### src/rtl/clus_dest_match.sv
module clus_dest_match #(
  parameter int CLW = 16,
  parameter int MBW = 16
) (
  input  logic        clk,
  input  logic        rst_n,
  input  logic        mode_en,
  input  logic [31:0] pid,
  output logic [31:0] ldr_rdata,
  input  logic        dst_vld,
  input  logic [31:0] dst,
  output logic        hit
);
  localparam logic [31:0] CL_MASK = ((32'd1 << CLW) - 32'd1) << 16;
  localparam logic [31:0] MB_MASK = (32'd1 << MBW) - 32'd1;
  localparam logic [31:0] IMPL    = CL_MASK | MB_MASK;

  logic        mode_q;
  logic [31:0] ldr_q;
  logic [31:0] ldr_nxt;
  logic        clus_eq;
  logic        memb_ov;

  assign ldr_nxt   = (((pid >> 4) << 16) | (32'd1 << pid[3:0])) & IMPL;
  assign clus_eq   = dst[31:16] == ldr_q[31:16];
  assign memb_ov   = |(dst[15:0] & ldr_q[15:0]);
  assign ldr_rdata = ldr_q;

  always_ff @(posedge clk) begin
    if (!rst_n) begin
      mode_q <= 1'b0;
      ldr_q  <= '0;
      hit    <= 1'b0;
    end else begin
      mode_q <= mode_en;
      if (mode_en && !mode_q)
        ldr_q <= ldr_nxt;
      else if (!mode_en)
        ldr_q <= '0;
      hit <= dst_vld && mode_en && mode_q && clus_eq && memb_ov;
    end
  end
endmodule


### config.mk
export PLATFORM = sky130hd
export DESIGN_NAME = clus_dest_match
export DESIGN_NICKNAME = d
export VERILOG_FILES = /design/src/rtl/clus_dest_match.sv
export SDC_FILE = /design/constraint.sdc
export NUM_CORES = 1
export LEC_CHECK = 0
export CAP_MARGIN = 0
export CORE_MARGIN = 3
export CORE_UTILIZATION = 38
export CTS_CLUSTER_SIZE = 24
export DETAILED_ROUTE_END_ITERATION = 6
export GPL_TIMING_DRIVEN = 0
export PLACE_DENSITY_LB_ADDON = 0.12
export SLEW_MARGIN = 20
export SYNTH_ARGS = -nofsm -noshare
export SYNTH_HDL_FRONTEND = slang
export SYNTH_SLANG_ARGS = --single-unit
### constraint.sdc
create_clock -name clk -period 2.4 [get_ports clk]
set_clock_uncertainty 0.1 [all_clocks]
set_input_delay 0.36 -clock clk [delete_from_list [all_inputs] [get_ports clk]]
set_output_delay 0.36 -clock clk [all_outputs]
set_load 0.05 [all_outputs]
==> summary.txt, run 1 <==
status: complete, no violations
post-layout util: 0.681
fin crit period: 1.98 ns
starting DRC count in detailed routing: 93
Mapped Nets: 215
Num CTS Buffers: 5
clk sinks: 34
Crit-path slowest cell: clkdlybuf4s50_1
critical path peak fanout: 3
Post-CTS Resized: 0
layout cells sized above 1: 0.0579
post-synthesis sequential area ratio: 0.451
met2 usage: 0.322
vias: 1486
maxcap violations: 0
Die Span X: 69.0 um
Post-CTS Setup Inserts: 0
Max-slew headroom: 0.647
yosys warns: 0
number of diodes: 0
Top delay family on crit path: buffers and inverters
final hold vios: 0
Die Y: 69.0 um
io pins: 101
largest net degree at the start of global routing: 11
Via density: 5.12
# hold bufs at CTS: 0
number of H-tree levels: 2
leading area contributor after synthesis: dfxtp_1
endpoints failing setup: 0
Final #Nets: 309
CTS tree: yes
Reg clk slew, reported paths: 0.07 ns
WHS Path Cells: 2
Syn Area/Cell: 10.3 sq um
post-synth cell types: 24
first-pass GRT wire length: 7190 um
area share of the leading cell type in the synthesized netlist: 0.451
antenna viol nets, final: 0
r2r setup slk: 1.00 ns
post-synthesis register bit count: 34
critical-path cell list: clkdlybuf4s50_1
CTS Buffer Depth: 2
Final Cycle Share: 0.824
startpoint types: flip-flop
critical path endpoint category: primary output
Overflow after GRT: 0
buffers and inverters on the worst path: 1
clk_lat worst skew: 0.28 ns
Pwr Density: 527 nW/um^2
GRT Overall Usage: 0.187
final WL: 4410 um
P_leak: 0.912 nW
M3 GR Usage: 0.0816
FMAX: 505 MHz
area of the die: 4770 sq um
Critical Path Max Stage Delay: 0.84 ns
RSZ-0062 raised after global routing: no
Initial DRT Pass Iterations: 4
Req. time, crit path: 1.94 ns
placed insts: 282
reg2reg path depth: 4
FP Rows: 22
met1 usage in global routing: 0.205
Mapped Area: 1510 sq um
routed length per instance: 15.2 um
Area Growth Syn to Fin: 68.9%
Port Buffer Count: 87
DR DRC count: 0
vias in the first global route: 1517
Worst path depth: 1
Clock Tree Root: clkbuf_8
Slew @ Worst Pin: 0.527 ns
maximum vdd drop: 0.319 mV
crit path DAT: 1.52 ns
TNS Setup: 0 ns
gpl congestion: 0.882
Hold Crit Class: in2reg
Post-DP HPWL: 3500 um
global route hottest layer: met2
Starting Density: 0.403
initial antenna violation count: 0
core area: 3740 sq um
Non-Filler Instances: 290
fin. max-slew vios: 0
largest cells by area after synthesis: dfxtp_1, mux2i_1, xnor2_1
hold_ws: 0.385 ns
critical path type: reg2out
cell count after synthesis: 147
registers in the layout (all words and copies together), names as in the netlist:
signal	count
hit	1
ldr_rdata	32
mode_q	1
cell usage in the layout (no fill, tap or decap), drive strengths merged:
cell type      instances
and2                   1
a22o                   4
buf                    4
a221oi                 4
dfxtp                 34
clkdlybuf4s50         87
nor3                   1
and4b                  1
clkbuf                11
nor4b                  1
a32oi                  4
nor4                   1
xnor2                 13
nand2                  1
and4bb                 2
a22oi                 12
nor2                  17
mux2i                 16
and3                   1
nor2b                 18
inv                    1
xor2                   3
nand4                  5
per-layer routing:
metal  up-vias  part of all wire
met5         -                 0
met4         0             0.012
met3         6             0.093
met2        73              0.49
met1       689              0.41
li1        718                 -
per-stage QoR:
step                total power [mW]  instance area, sq um  setup slack [ns]
global route                    1.39                  2550             0.369
detailed placement             0.868                  2440             0.399
finish                          1.34                  2550             0.422
floorplan                      0.726                  1510             0.937
global placement               0.861                  2440             0.458
CTS                             1.35                  2550             0.405
logic make-up after synthesis:
family	synth area share
and+or+nand+nor	0.195
DFF	0.451
AOI/OAI and AO/OA	0.129
xor gates and xnor gates	0.0928
muxes	0.106
buffers and inverters	0.0265
synth_stat cells:
cell      number
nor2b_1       18
and4b_1        1
and3_1         1
nor3_1         1
and2_1         1
nand4_1        5
buf_2          2
mux2i_1       16
xor2_1         3
xnor2_1       13
and4bb_2       1
nor4_1         1
nor2_1        17
inv_1          1
and4bb_1       1
clkbuf_1       3
a221oi_1       4
buf_4          2
dfxtp_1       34
nand2_1        1
nor4b_4        1
a22oi_1       12
a22o_1         4
a32oi_1        4
where the power goes:
part / switching, mW / total (mW) / internal [mW]
Sequential: 0.0134 / 0.592 / 0.579
Clock: 0.200 / 0.489 / 0.290
Combinational: 0.118 / 0.262 / 0.144
Total: 0.331 / 1.34 / 1.01
worst paths after layout:
check / startpoint / end
max: ldr_rdata[31]$_SDFFE_PN0P_ / ldr_rdata[31]
min: rst_n / ldr_rdata[1]$_SDFFE_PN0P_
max reg2reg: ldr_rdata[5]$_SDFFE_PN0P_ / hit$_SDFF_PN0_
min reg2reg: ldr_rdata[30]$_SDFFE_PN0P_ / ldr_rdata[30]$_SDFFE_PN0P_
layout make-up:
| class | instances | area, sq um |
|---|---|---|
| Fill cell | 303 | 1190 |
| Timing Repair Buffer | 87 | 871 |
| Multi-Input combinational cell | 105 | 790 |
| Sequential cell | 34 | 681 |
| Clock buffer | 8 | 110 |
| Tap cell | 48 | 60.1 |
| Buffer | 7 | 36.3 |
| Inverter | 1 | 3.75 |
Note: power is estimated with default switching activity, not from simulation.
==> run 2: changes to the inputs <==
- CORE_UTILIZATION: 38 -> 32
- clock period: 2.4 -> 1.8 ns (I/O delays scaled with it)
==> summary.txt, run 2 (synthesis results as in run 1) <==
Power, Total: 1.70 mW (was 1.34 mW)
Clock Tree Root: clkbuf_8 (unchanged)
Max-slew headroom: 0.665 (was 0.647)
reg2reg path depth: 4 (unchanged)
critical path endpoint category: flip-flop (was primary output)
number of diodes: 0 (unchanged)
GRT Overall Usage: 0.155 (was 0.187)
starting DRC count in detailed routing: 77 (was 93)
most frequent cells in the layout: clkdlybuf4s50_1, dfxtp_1, dlygate4sd2_1 (was clkdlybuf4s50_1, dfxtp_1, nor2b_1)
Slew @ Worst Pin: 0.502 ns (was 0.527 ns)
initial antenna violation count: 0 (unchanged)
final hold vios: 0 (unchanged)
Starting Density: 0.340 (was 0.403)
Req. time, crit path: 1.93 ns (was 1.94 ns)
fin crit period: 1.59 ns
Hold Crit Class: in2reg (unchanged)
Critical Path End: hit$_SDFF_PN0_ (was ldr_rdata[31])
placed insts: 286 (was 282)
critical-path cell list: clkdlybuf4s50_1 > and2_1 > buf_4 > nand4_1 > nor4_1 > and3_1 (was clkdlybuf4s50_1)
final non-filler cell area: 2500 sq um (was 2550 sq um)
Post-DP HPWL: 3330 um (was 3500 um)
io pins: 101 (unchanged)
Non-Filler Instances: 294 (was 290)
Top delay family on crit path: simple AND/OR/NAND/NOR gates (was buffers and inverters)
FMAX: 629 MHz
Final Cycle Share: 0.883
routed length per instance: 14.4 um (was 15.2 um)
FP Rows: 24 (was 22)
Die Span X: 74.7 um (was 69.0 um)
vias: 1419 (was 1486)
critical path peak fanout: 8 (was 3)
Critical Path Max Stage Delay: 0.56 ns (was 0.84 ns)
worst r2r dst: hit$_SDFF_PN0_ (unchanged)
TNS Setup: 0 ns (unchanged)
Port Buffer Count: 87 (unchanged)
endpoints failing setup: 0 (unchanged)
Overflow after GRT: 0 (unchanged)
maximum vdd drop: 0.456 mV (was 0.319 mV)
Crit-path slowest cell: clkdlybuf4s50_1 (unchanged)
final WL: 4230 um (was 4410 um)
Final #Nets: 309 (unchanged)
status: complete, no violations (unchanged)
hold_ws: 0.260 ns (was 0.385 ns)
largest net degree at the start of global routing: 11 (unchanged)
max reg flops: 32 (unchanged)
buffers and inverters on the worst path: 2 (was 1)
critical path type: in2reg (was reg2out)
DR DRC count: 0 (unchanged)
Die Y: 74.7 um (was 69.0 um)
critical path startpoint: mode_en (was ldr_rdata[31]$_SDFFE_PN0P_)
CTS tree: yes (unchanged)
Pwr Density: 681 nW/um^2 (was 527 nW/um^2)
Num CTS Buffers: 5 (unchanged)
number of H-tree levels: 2 (unchanged)
Initial DRT Pass Iterations: 4 (unchanged)
crit path DAT: 1.72 ns (was 1.52 ns)
post-layout util: 0.563 (was 0.681)
fin. max-slew vios: 0 (unchanged)
area of the die: 5580 sq um (was 4770 sq um)
fill cell count: 413 (was 303)
core area: 4440 sq um (was 3740 sq um)
setup ws final: 0.210 ns (was 0.422 ns)
Reg clk slew, reported paths: 0.07 ns (about the same)
Setup WS pre-CTS: -0.0853 ns (was 0.399 ns)
Via density: 4.83 (was 5.12)
layout cells sized above 1: 0.0537 (was 0.0579)
clk sinks: 34 (unchanged)
r2r setup slk: 0.38 ns (was 1.00 ns)
antenna viol nets, final: 0 (unchanged)
startpoint types: input pin (was flip-flop)
RSZ-0062 raised after global routing: no (unchanged)
gpl congestion: 0.733 (was 0.882)
# hold bufs at CTS: 0 (unchanged)
most common cell after layout, fill and taps aside: clkdlybuf4s50_1 (unchanged)
Worst R2R Start: ldr_rdata[3]$_SDFFE_PN0P_ (was ldr_rdata[5]$_SDFFE_PN0P_)
Area Growth Syn to Fin: 65.5% (was 68.9%)
maxcap violations: 0 (unchanged)
Post-CTS Setup Inserts: 0 (unchanged)
CTS Buffer Depth: 2 (unchanged)
clk_lat worst skew: 0.28 ns (about the same)
first-pass GRT wire length: 6570 um (was 7190 um)
Worst path depth: 6 (was 1)
vias in the first global route: 1380 (was 1517)
cell area after placement: 2450 sq um (was 2440 sq um)
P_leak: 1.06 nW (was 0.912 nW)
run 2: cell types whose count changed in the layout (fill, tap and decap cells not counted), sizes merged:
cell / delta
clkbuf: -1
dlymetal6s2s: +1
dlygate4sd2: +32
clkinv: +1
clkdlybuf4s50: -33
run 2: power breakdown:
part | switching [mW] | total (mW) | internal [mW]
clock | 0.272 | 0.581 | 0.308
combinational | 0.154 | 0.334 | 0.179
sequential | 0.0162 | 0.788 | 0.772
run 2: worst min path at each step:
| stage | from | to | slack, ns | cells past startpoint |
|---|---|---|---|---|
| final | rst_n | ldr_rdata[2]$_SDFFE_PN0P_ | 0.26 | 2 |
| after detailed placement | ldr_rdata[24]$_SDFFE_PN0P_ | ldr_rdata[24]$_SDFFE_PN0P_ | 0.43 | 2 |
| after floorplan | pid[4] | ldr_rdata[16]$_SDFFE_PN0P_ | 0.31 | 2 |
| after global placement | ldr_rdata[22]$_SDFFE_PN0P_ | ldr_rdata[22]$_SDFFE_PN0P_ | 0.43 | 2 |
| after global routing | rst_n | ldr_rdata[1]$_SDFFE_PN0P_ | 0.29 | 2 |
| after CTS | rst_n | ldr_rdata[6]$_SDFFE_PN0P_ | 0.26 | 2 |
run 2: layout make-up:
| type | instances | area [sq um] | area share |
|---|---|---|---|
| Buffer | 7 | 36.3 | 0.0145 |
| Clock buffer | 7 | 86.3 | 0.0345 |
| Clock inverter | 1 | 5.00 | 0.00200 |
| Inverter | 1 | 3.75 | 0.00150 |
| Multi-Input combinational cell | 105 | 790 | 0.316 |
| Sequential cell | 34 | 681 | 0.272 |
| Tap cell | 52 | 65.1 | 0.0260 |
| Timing Repair Buffer | 87 | 833 | 0.333 |
run 2: routing by layer:
metal	routed length, um	track usage	part of all wire
met5	0	0	0
met4	63	0.0652	0.015
met3	318	0.0494	0.075
met2	1890	0.229	0.45
met1	1960	0.210	0.46
run 2: repair_timing:
action | CTS | global route
endpoints found under the setup margin | 32 | 1
gates cloned | 0 | 0
endpoints found under the hold margin | 0 | 0
pin swaps | 0 | 0
resized for setup | 32 | 1
